### src/rtl/clkstop_pkg.sv
package clkstop_pkg;
  typedef enum logic {PARK_LOW = 1'b0, PARK_HIGH = 1'b1} park_e;
endpackage

### src/rtl/cs_phase_gen.sv
module cs_phase_gen #(
  parameter int HALF = 2
) (
  input  logic clk,
  input  logic rst_n,
  output logic phase,
  output logic rise
);
  localparam int CW = $clog2(HALF + 1);
  localparam logic [CW-1:0] LAST = CW'(HALF - 1);

  logic [CW-1:0] cnt;
  logic          wrap;

  assign wrap = (cnt == LAST);
  assign rise = wrap && !phase;

  always_ff @(posedge clk or negedge rst_n) begin
    if (!rst_n) begin
      cnt   <= '0;
      phase <= 1'b0;
    end else if (wrap) begin
      cnt   <= '0;
      phase <= ~phase;
    end else begin
      cnt <= cnt + 1'b1;
    end
  end

  // a rise marker is always followed by the phase going high
  p_rise_lead_r6: assert property (@(posedge clk) disable iff (!rst_n)
    rise |=> phase);
endmodule

### src/rtl/cs_stop_sync.sv
module cs_stop_sync (
  input  logic clk,
  input  logic rst_n,
  input  logic rise,
  input  logic req,
  output logic stop
);
  logic s1;

  always_ff @(posedge clk or negedge rst_n) begin
    if (!rst_n) begin
      s1   <= 1'b0;
      stop <= 1'b0;
    end else if (rise) begin
      s1   <= req;
      stop <= s1;
    end
  end

  // the re-timed request moves only on a domain rising edge
  p_sync_on_rise_r1: assert property (@(posedge clk) disable iff (!rst_n)
    !$stable(stop) |-> $past(rise));
endmodule

### src/rtl/cs_gate_leg.sv
module cs_gate_leg
  import clkstop_pkg::*;
#(
  parameter park_e PARK = PARK_LOW
) (
  input  logic clk,
  input  logic rst_n,
  input  logic phase,
  input  logic stop,
  output logic gated
);
  localparam logic PL = (PARK == PARK_HIGH);

  logic run_q;

  always_ff @(posedge clk or negedge rst_n) begin
    if (!rst_n)           run_q <= 1'b1;
    else if (phase == PL) run_q <= ~stop;
  end

  assign gated = run_q ? phase : PL;

  // the gate leaves the park level only together with the phase
  p_leave_park_r6: assert property (@(posedge clk) disable iff (!rst_n)
    ($past(gated) == PL && gated != PL) |-> ($past(phase) == PL && phase != PL));

  // the gate reaches the park level only on a phase edge
  p_enter_park_r6: assert property (@(posedge clk) disable iff (!rst_n)
    ($past(gated) != PL && gated == PL) |-> ($past(phase) != PL && phase == PL));
endmodule

### src/rtl/clk_stop_gate.sv
module clk_stop_gate
  import clkstop_pkg::*;
#(
  parameter int NCPU     = 2,
  parameter int NPCI     = 3,
  parameter int NPCIF    = 1,
  parameter int NSRC     = 2,
  parameter int CPU_HALF = 2,
  parameter int PCI_HALF = 5,
  parameter int SRC_HALF = 3
) (
  input  logic             clk_ref,
  input  logic             rst_n,
  input  logic             cpu_stop_n,
  input  logic             pci_stop_n,
  input  logic             sw_pci_run,
  input  logic [NCPU-1:0]  cpu_stoppable,
  input  logic [NPCIF-1:0] pcif_stoppable,
  input  logic [NSRC-1:0]  src_stoppable,
  input  logic [NCPU-1:0]  cpu_oe,
  input  logic [NPCI-1:0]  pci_oe,
  input  logic [NPCIF-1:0] pcif_oe,
  input  logic [NSRC-1:0]  src_oe,
  output logic [NCPU-1:0]  cpu_t,
  output logic [NCPU-1:0]  cpu_c,
  output logic [NPCI-1:0]  pci_o,
  output logic [NPCIF-1:0] pcif_o,
  output logic [NSRC-1:0]  src_t,
  output logic [NSRC-1:0]  src_c
);
  logic cpu_ph, cpu_rise, pci_ph, pci_rise, src_ph, src_rise;
  logic cpu_stop, pci_stop, src_stop;
  logic cpu_req, pci_req;

  assign cpu_req = ~cpu_stop_n;
  assign pci_req = ~pci_stop_n | ~sw_pci_run;

  cs_phase_gen #(.HALF(CPU_HALF)) u_cpu_ph (.clk(clk_ref), .rst_n(rst_n), .phase(cpu_ph), .rise(cpu_rise));
  cs_phase_gen #(.HALF(PCI_HALF)) u_pci_ph (.clk(clk_ref), .rst_n(rst_n), .phase(pci_ph), .rise(pci_rise));
  cs_phase_gen #(.HALF(SRC_HALF)) u_src_ph (.clk(clk_ref), .rst_n(rst_n), .phase(src_ph), .rise(src_rise));

  cs_stop_sync u_cpu_sync (.clk(clk_ref), .rst_n(rst_n), .rise(cpu_rise), .req(cpu_req), .stop(cpu_stop));
  cs_stop_sync u_pci_sync (.clk(clk_ref), .rst_n(rst_n), .rise(pci_rise), .req(pci_req), .stop(pci_stop));
  cs_stop_sync u_src_sync (.clk(clk_ref), .rst_n(rst_n), .rise(src_rise), .req(pci_req), .stop(src_stop));

  for (genvar i = 0; i < NCPU; i++) begin : g_cpu
    logic g;
    cs_gate_leg #(.PARK(PARK_HIGH)) u_leg (
      .clk(clk_ref), .rst_n(rst_n), .phase(cpu_ph),
      .stop(cpu_stop & cpu_stoppable[i]), .gated(g));
    assign cpu_t[i] = cpu_oe[i] & g;
    assign cpu_c[i] = cpu_oe[i] & ~g;
  end

  for (genvar i = 0; i < NPCI; i++) begin : g_pci
    logic g;
    cs_gate_leg #(.PARK(PARK_LOW)) u_leg (
      .clk(clk_ref), .rst_n(rst_n), .phase(pci_ph),
      .stop(pci_stop), .gated(g));
    assign pci_o[i] = pci_oe[i] & g;
  end

  for (genvar i = 0; i < NPCIF; i++) begin : g_pcif
    logic g;
    cs_gate_leg #(.PARK(PARK_LOW)) u_leg (
      .clk(clk_ref), .rst_n(rst_n), .phase(pci_ph),
      .stop(pci_stop & pcif_stoppable[i]), .gated(g));
    assign pcif_o[i] = pcif_oe[i] & g;
  end

  for (genvar i = 0; i < NSRC; i++) begin : g_src
    logic g;
    cs_gate_leg #(.PARK(PARK_HIGH)) u_leg (
      .clk(clk_ref), .rst_n(rst_n), .phase(src_ph),
      .stop(src_stop & src_stoppable[i]), .gated(g));
    assign src_t[i] = src_oe[i] & g;
    assign src_c[i] = src_oe[i] & ~g;
  end
endmodule

### config.mk
export PLATFORM = sky130hd
export DESIGN_NAME = clk_stop_gate
export DESIGN_NICKNAME = d
export VERILOG_FILES = /design/src/rtl/clkstop_pkg.sv /design/src/rtl/cs_phase_gen.sv /design/src/rtl/cs_stop_sync.sv /design/src/rtl/cs_gate_leg.sv /design/src/rtl/clk_stop_gate.sv
export SDC_FILE = /design/constraint.sdc
export NUM_CORES = 1
export LEC_CHECK = 0
export ABC_AREA = 1
export BUFFER_PORTS_ARGS = -buffer_cell sky130_fd_sc_hd__buf_4
export CAP_MARGIN = 20
export CORE_ASPECT_RATIO = 0.75
export CORE_UTILIZATION = 45
export DETAILED_ROUTE_END_ITERATION = 8
export PLACE_DENSITY_LB_ADDON = 0.08
export SLEW_MARGIN = 20
export SYNTH_ARGS = -nofsm -noshare
export SYNTH_HDL_FRONTEND = slang
export SYNTH_SLANG_ARGS = --single-unit
### constraint.sdc
create_clock -name clk_ref -period 1.4 [get_ports clk_ref]
set_input_delay 0.28 -clock clk_ref [delete_from_list [all_inputs] [get_ports clk_ref]]
set_output_delay 0.28 -clock clk_ref [all_outputs]
set_load 0.05 [all_outputs]
==> summary.md, run 1 <==
| Metric | Value |
|---|---|
| Status | finished with violations |
| Failing checks | negative setup slack |
| Sequential Power Share | 48.8% |
| Pint | 1.05 mW |
| Met2 GRT Util | 31.8% |
| Reg2Reg Launch Point | u_src_ph.phase |
| Cell Count, Final, Fillers Out | 181 |
| Final setup viols | 9 |
| Sink Count | 22 |
| Die Wd | 55.1 um |
| Row Count | 14 |
| Met1 usage | 24.2% |
| Initial antenna violation count | 0 |
| Mapped Cells | 116 |
| Routed len/inst | 11.4 um |
| Clock Power Share | 34.8% |
| Switch share | 24.4% |
| DPL Wire Length | 1230 um |
| Minimum clock period | 1.51 ns |
| Final hold vios | 0 |
| YS warnings | 0 |
| Vias in the first global route | 772 |
| Max-cap violation count | 0 |
| Top Ports | 30 |
| Drt pass-1 iters | 4 |
| Setup crit start | u_src_ph.phase |
| Setup WS pre-CTS | 0.216 ns |
| Drt initial violations | 9 |
| Switch Pwr | 0.339 mW |
| Post-route ant nets | 0 |
| Slew HR | 81.7% |
| Syn nets | 136 |
| Largest net degree at the start of global routing | 23 |
| Share of cells above drive strength 1 | 42.0% |
| ANT cells | 0 |
| Drt drc | 0 |
| Hold Crit Start | src_stoppable[0] |
| DR vias | 844 |
| Fin. max-slew vios | 0 |
| Root Driver | clkbuf_4 |
| Synth-to-Final Area Change | 53.3% |
| Max FO, Critical Path | 6 |
| Tot Pwr | 1.39 mW |
| Cell taking the most area after synthesis | dfrtp_1 |
| Final wirelength | 2060 um |
| Worst setup margin | -0.105 ns |
| Tcrit/Tclk final | 108% |
| Final Skew | 0.00111 ns |
| Clock Path Buffers | 2 |
| CTS tree | built |
| Arr. time, crit path | 1.23 ns |
| GRT Total Usage | 19.4% |
| Worst-skew pair later-pin latency | 0.31 ns |
| GPL Wtd Cong | 0.747 |
| Peak supply drop | 0.866 mV |
| Ranking of synthesized cells by area | dfrtp_1 42%, dfstp_2 17%, nand2_1 17%, inv_1 6.7%, nor2_1 5.9% |
| Core Area | 0.00200 mm2 |
| Slew @ Worst Pin | 0.274 ns |
| Crit end category | output port |
| Crit path launch type | flop |
| Post-synthesis sequential element count | 22 |
| PortBufs | 29 |
| Initial Util | 47.6% |
| Critical Path RT | 1.12 ns |
| Busiest layer in global routing | met2 |
| Avg Cell Area, Syn | 8.20 um2 |
| Hold slack | 0.161 ns |
| Die height | 41.8 um |
| H-tree levels | 1 |
| Global route overflow | 0 |
| Fmax achieved | 0.664 GHz |
| First-pass GRT wire length | 3170 um |
| Unrepaired setup endpoints after global routing | true |
| Power Density | 952 mW/mm2 |
| Synth unique cells | 11 |
| Mapped cell area | 951 um2 |
| Critical Setup Path Class | flop to output port |
| # fillers | 145 |
| Layout Utilization | 73.0% |
| Placed cell count | 169 |
| Register area share after synthesis | 58.7% |
| Hold Crit Class | primary input to flop |
| TritonCTS Buffers | 3 |
| Nets | 178 |
| Comb pwr share | 16.4% |
| M3 GR Usage | 6.59% |
| Die area | 0.00230 mm2 |
| Clock slew at reported path FFs | 0.12 ns |
| DR vias/cell | 4.66 |
| Leak | 0.757 nW |
| Synth top area share | 42.1% |
metal layers:
metal  vias up  wire length [um]  part of all wire (%)
met1       389               890                    43
met5         -                 0                     0
met2        19              1050                    51
met3         3               103                   5.0
met4         0                10                  0.49
li1        433                 -                     -
synthesized netlist by cell type:
master	instances
a21oi_1	5
dfrtp_1	16
dfstp_2	6
ha_1	2
inv_1	17
inv_2	2
nand2_1	42
nand3_1	5
nand4_1	2
nor2_1	15
o21ai_0	4
per-stage QoR:
| step | setup TNS, ns | instance area (um2) |
|---|---|---|
| floorplan | -0.332 | 978 |
| global placement | 0 | 1230 |
| detailed placement | 0 | 1230 |
| CTS | -0.716 | 1380 |
| global route | -1.46 | 1460 |
| finish | -0.717 | 1460 |
layout by cell type, fill, tap and decap left out:
cell type / Yosys / final
nand2_1: 42 / 37
buf_4: 0 / 24
inv_1: 17 / 17
dfrtp_1: 16 / 15
buf_6: 0 / 8
nor2_1: 15 / 7
dfstp_2: 6 / 6
nand3_1: 5 / 5
nand2_2: 0 / 4
nor2_4: 0 / 4
nor2_2: 0 / 4
o21ai_0: 4 / 4
buf_8: 0 / 4
a21oi_2: 0 / 3
clkbuf_4: 0 / 3
nand4_1: 2 / 2
ha_1: 2 / 2
inv_2: 2 / 1
inv_4: 0 / 1
a21oi_4: 0 / 1
a21oi_1: 5 / 1
nand2_4: 0 / 1
bufinv_16: 0 / 1
dlygate4sd3_1: 0 / 1
dfrtp_2: 0 / 1
critical path, cell delays in order, from the launching register on:
cell and delay, ns:
dfrtp_1 0.42, inv_2 0.13, nand2_1 0.10, nor2_2 0.10, buf_6 0.16
registers in the layout, indices dropped and copies added, names as in the netlist, 2 cells and up:
signal,flops
u_src_ph.cnt,2
g_src.u_leg.run_q,2
u_cpu_ph.cnt,2
u_pci_ph.cnt,3
g_cpu.u_leg.run_q,2
final cells by class:
type / count / area [um2] / share of cell area [%]
clock buffer: 3 / 22.5 / 1.55
tap: 24 / 30.0 / 2.06
timing repair buffer: 37 / 340 / 23.3
clock inverter: 1 / 30.0 / 2.06
multi-input combinational: 75 / 402 / 27.6
sequential: 22 / 559 / 38.4
inverter: 19 / 73.8 / 5.06
power groups by stage:
stage                     Sequential, mW  Combinational [mW]  Clock, mW
final                              0.677               0.227      0.483
after global routing               0.679               0.245      0.518
after CTS                          0.675               0.209      0.494
after detailed placement           0.685               0.190          0
after global placement             0.684               0.188          0
after floorplan                    0.682               0.109          0
timing repair:
action,4_1_cts,5_1_grt
hold buffers,1,0
hold endpoints to repair,16,0
setup buffers,4,3
gates resized for setup,18,14
pin swaps,1,4
endpoints found under the setup margin,12,12
cells by family after synthesis:
| group | Yosys count | share of synthesized area [%] |
|---|---|---|
| DFF | 22 | 58.7 |
| and+or+nand+nor | 64 | 26.4 |
| adders and majority gates | 2 | 2.63 |
| buffers and inverters | 19 | 7.50 |
| AOI/OAI and AO/OA | 9 | 4.74 |
final timing paths:
kind,endpoint,slack (ns),cells past startpoint
max in group asynchronous,g_src[0].u_leg.run_q,0.74,2
hold / removal,g_src[0].u_leg.run_q,0.16,4
setup / recovery,src_c[1],-0.11,4
hold reg to reg,g_pci[0].u_leg.run_q,0.47,1
setup reg to reg,u_src_sync.stop,0.29,6
min in group asynchronous,u_pci_ph.cnt[2],0.38,2
No activity file was read; power rests on OpenSTA's default activity.
==> run 2, diff against run 1 <==
CORE_UTILIZATION = 31   (was 45)
SYNTH_HIERARCHICAL = 1   (was unset)
==> run 2 against run 1 <==
Compared with the run above:
- the run still ends with negative setup slack left
- area after synthesis increased by 19%
- count of clock-buffer cells in the layout increased by 1
- register-to-register slack got worse by 0.04 ns
- combinational power increased by 8.8%
- synthesized cell count increased by 27%
- via count increased by 9.8%
==> summary.md, run 2 <==
| Metric | Value |
|---|---|
| Met2 GRT Util | 17.8% |
| Synth async-reset ratio | 100% |
| Synth Flop Type | dfrtp_1 |
| Clock slew at reported path FFs | 0.07 ns |
| Die area | 0.00389 mm2 |
| GPL Wtd Cong | 0.652 |
| Critical Setup Path Class | flop to output port |
| Unrepaired setup endpoints after global routing | true |
| Tot Pwr | 1.39 mW |
| Worst path slowest cell | dfstp_2 |
| Global route overflow | 0 |
| Power Density | 855 mW/mm2 |
| Register area share after synthesis | 54.0% |
| Die height | 54.3 um |
| Number of synthesized flops with an enable pin | 0 |
| Slew HR | 79.8% |
| Initial antenna violation count | 0 |
| Row Count | 18 |
| Syn nets | 167 |
| Layout Utilization | 48.0% |
| Synth unique cells | 11 |
| CP delay by family, top | flip-flops |
| Critical path's largest stage delay | 0.53 ns |
| GRT Total Usage | 11.1% |
| Failing checks | negative setup slack |
| Minimum clock period | 1.41 ns |
| Drt drc | 0 |
| Final hold vios | 0 |
| Share of cells above drive strength 1 | 40.6% |
| DR vias/cell | 4.00 |
| Worst setup margin | -0.00551 ns |
| Final Skew | 0.00467 ns |
| # fillers | 336 |
| Routed len/inst | 8.14 um |
| Met1 usage | 14.4% |
| Slew @ Worst Pin | 0.303 ns |
| Initial Util | 33.4% |
| Worst-skew pair later-pin latency | 0.26 ns |
| Clock Path Buffers | 2 |
| Root Driver | clkbuf_8 |
| DPL Wire Length | 1350 um |
| Setup WS pre-CTS | 0.208 ns |
| Avg Cell Area, Syn | 7.69 um2 |
| CTS tree | built |
| Post-synth top cells | 52 x nand2_1, 45 x inv_1, 16 x dfrtp_1, 8 x dfstp_2, 8 x nand2_2 |
| Sink Count | 24 |
| PortBufs | 29 |
| Leak | 0.960 nW |
| Crit path cell chain | nand2_2, inv_2, nand2_1, inv_1, buf_6 |
| Critical Path RT | 1.12 ns |
| Crit path launch type | flop |
| Busiest layer in global routing | met2 |
| H-tree levels | 1 |
| M3 GR Usage | 4.05% |
| Setup TNS | -0.00551 ns |
| Cell taking the most area after synthesis | dfrtp_1 |
| Mapped cell area | 0.00113 mm2 |
| Peak supply drop | 0.490 mV |
| Drt pass-1 iters | 4 |
| Die Wd | 71.7 um |
| Hold Crit Class | primary input to flop |
| First-pass GRT wire length | 3260 um |
| Vias in the first global route | 790 |
| Most common cell after layout, fill and taps aside | nand2_1 |
| Mapped Cells | 147 |
| Fmax achieved | 0.711 GHz |
| Top Registers | g_pci.u_leg/run_q (3), u_pci_ph/cnt (3) |
| Nets | 213 |
| WP buf/inv | 3 |
| YS warnings | 6 |
| Post-route ant nets | 0 |
| Status | finished with violations |
| Largest net degree at the start of global routing | 25 |
| Final wirelength | 1890 um |
| Synth-to-Final Area Change | 43.5% |
| Commonest cells after routing, fill and taps aside | 45 x nand2_1, 38 x inv_1, 28 x buf_4 |
| Final setup viols | 1 |
| ANT cells | 0 |
| Arr. time, crit path | 1.13 ns |
| TritonCTS Buffers | 3 |
| DR vias | 927 |
| Fin. max-slew vios | 0 |
| Top Ports | 30 |
| Ranking of synthesized cells by area | dfrtp_1 35%, dfstp_2 19%, nand2_1 17%, inv_1 15%, nand2_2 4.4% |
| Tcrit/Tclk final | 100% |
| Core Area | 0.00338 mm2 |
| Top-count cell post-synth | nand2_1 |
| Hold slack | 0.241 ns |
| Max-cap violation count | 0 |
| Synth top area share | 35.4% |
| Post-synthesis sequential element count | 24 |
| Crit end category | output port |
| Drt initial violations | 20 |
| Max FO, Critical Path | 2 |
==> run 2: changes by cell type after synthesis, sizes merged <==
cell,delta
a21oi,-4
dfstp,+2
inv,+26
nand2,+18
nand3,-2
nand4,-2
nor2,-7
==> run 2: final timing paths <==
kind | startpoint | endpoint | slack, ns | cells after the start
setup / recovery | g_pci[1].u_leg/run_q | pci_o[1] | -0.006 | 5
hold / removal | pcif_stoppable | g_pcif[0].u_leg/run_q | 0.24 | 4
setup reg to reg | u_pci_ph/cnt[0] | u_pci_sync/stop | 0.25 | 7
hold reg to reg | u_src_ph/cnt[0] | u_src_ph/cnt[0] | 0.42 | 1
max in group asynchronous | rst_n | g_src[1].u_leg/run_q | 0.66 | 2
min in group asynchronous | rst_n | u_cpu_ph/cnt[0] | 0.45 | 2
==> run 2: through the flow <==
stage | instances | area (um2)
2_1_floorplan | 147 | 1130
3_3_place_gp | 217 | 1410
3_5_place_dp | 217 | 1410
4_1_cts | 229 | 1570
5_1_grt | 232 | 1620
6_report | 232 | 1620
==> run 2: routing by layer <==
layer / wire length, um / vias up
met5: 0 / -
met3: 114 / 2
met4: 12 / 0
li1: - / 500
met2: 853 / 21
met1: 908 / 404
==> run 2: where the power goes <==
group,internal (mW),switching (mW)
registers,0.724,0.0124
clock network,0.203,0.200
logic,0.108,0.138
total,1.04,0.351
==> run 2: cells by family after synthesis <==
family          count (synthesis)  synth area share, %
fa+ha+maj                       2                 2.21
compound gates                  5                 2.21
flops                          24                 54.0
buf+inv                        45                 14.9
simple gates                   71                 26.6
==> run 2: worst min-delay path: stages <==
cell and delay, ns:
buf_4 0.08, nand2_1 0.04, inv_1 0.04, o21ai_1 0.06
==> run 2: what timing repair did <==
item                                    CTS  global route
endpoints found under the setup margin   12            12
resized for setup                        17            15
hold buffers                              1             0
endpoints found under the hold margin    16             0
buffers inserted                          7             3
pin swaps                                 8             3
==> run 2: layout make-up <==
class                   count  area, um2  area share, %
clock buffers               4       45.0           2.78
inverters                  45        169           10.4
multi-input cells          78        383           23.6
flip-flops and latches     24        612           37.7
well taps                  40       50.0           3.09
repair buffers             41        363           22.4
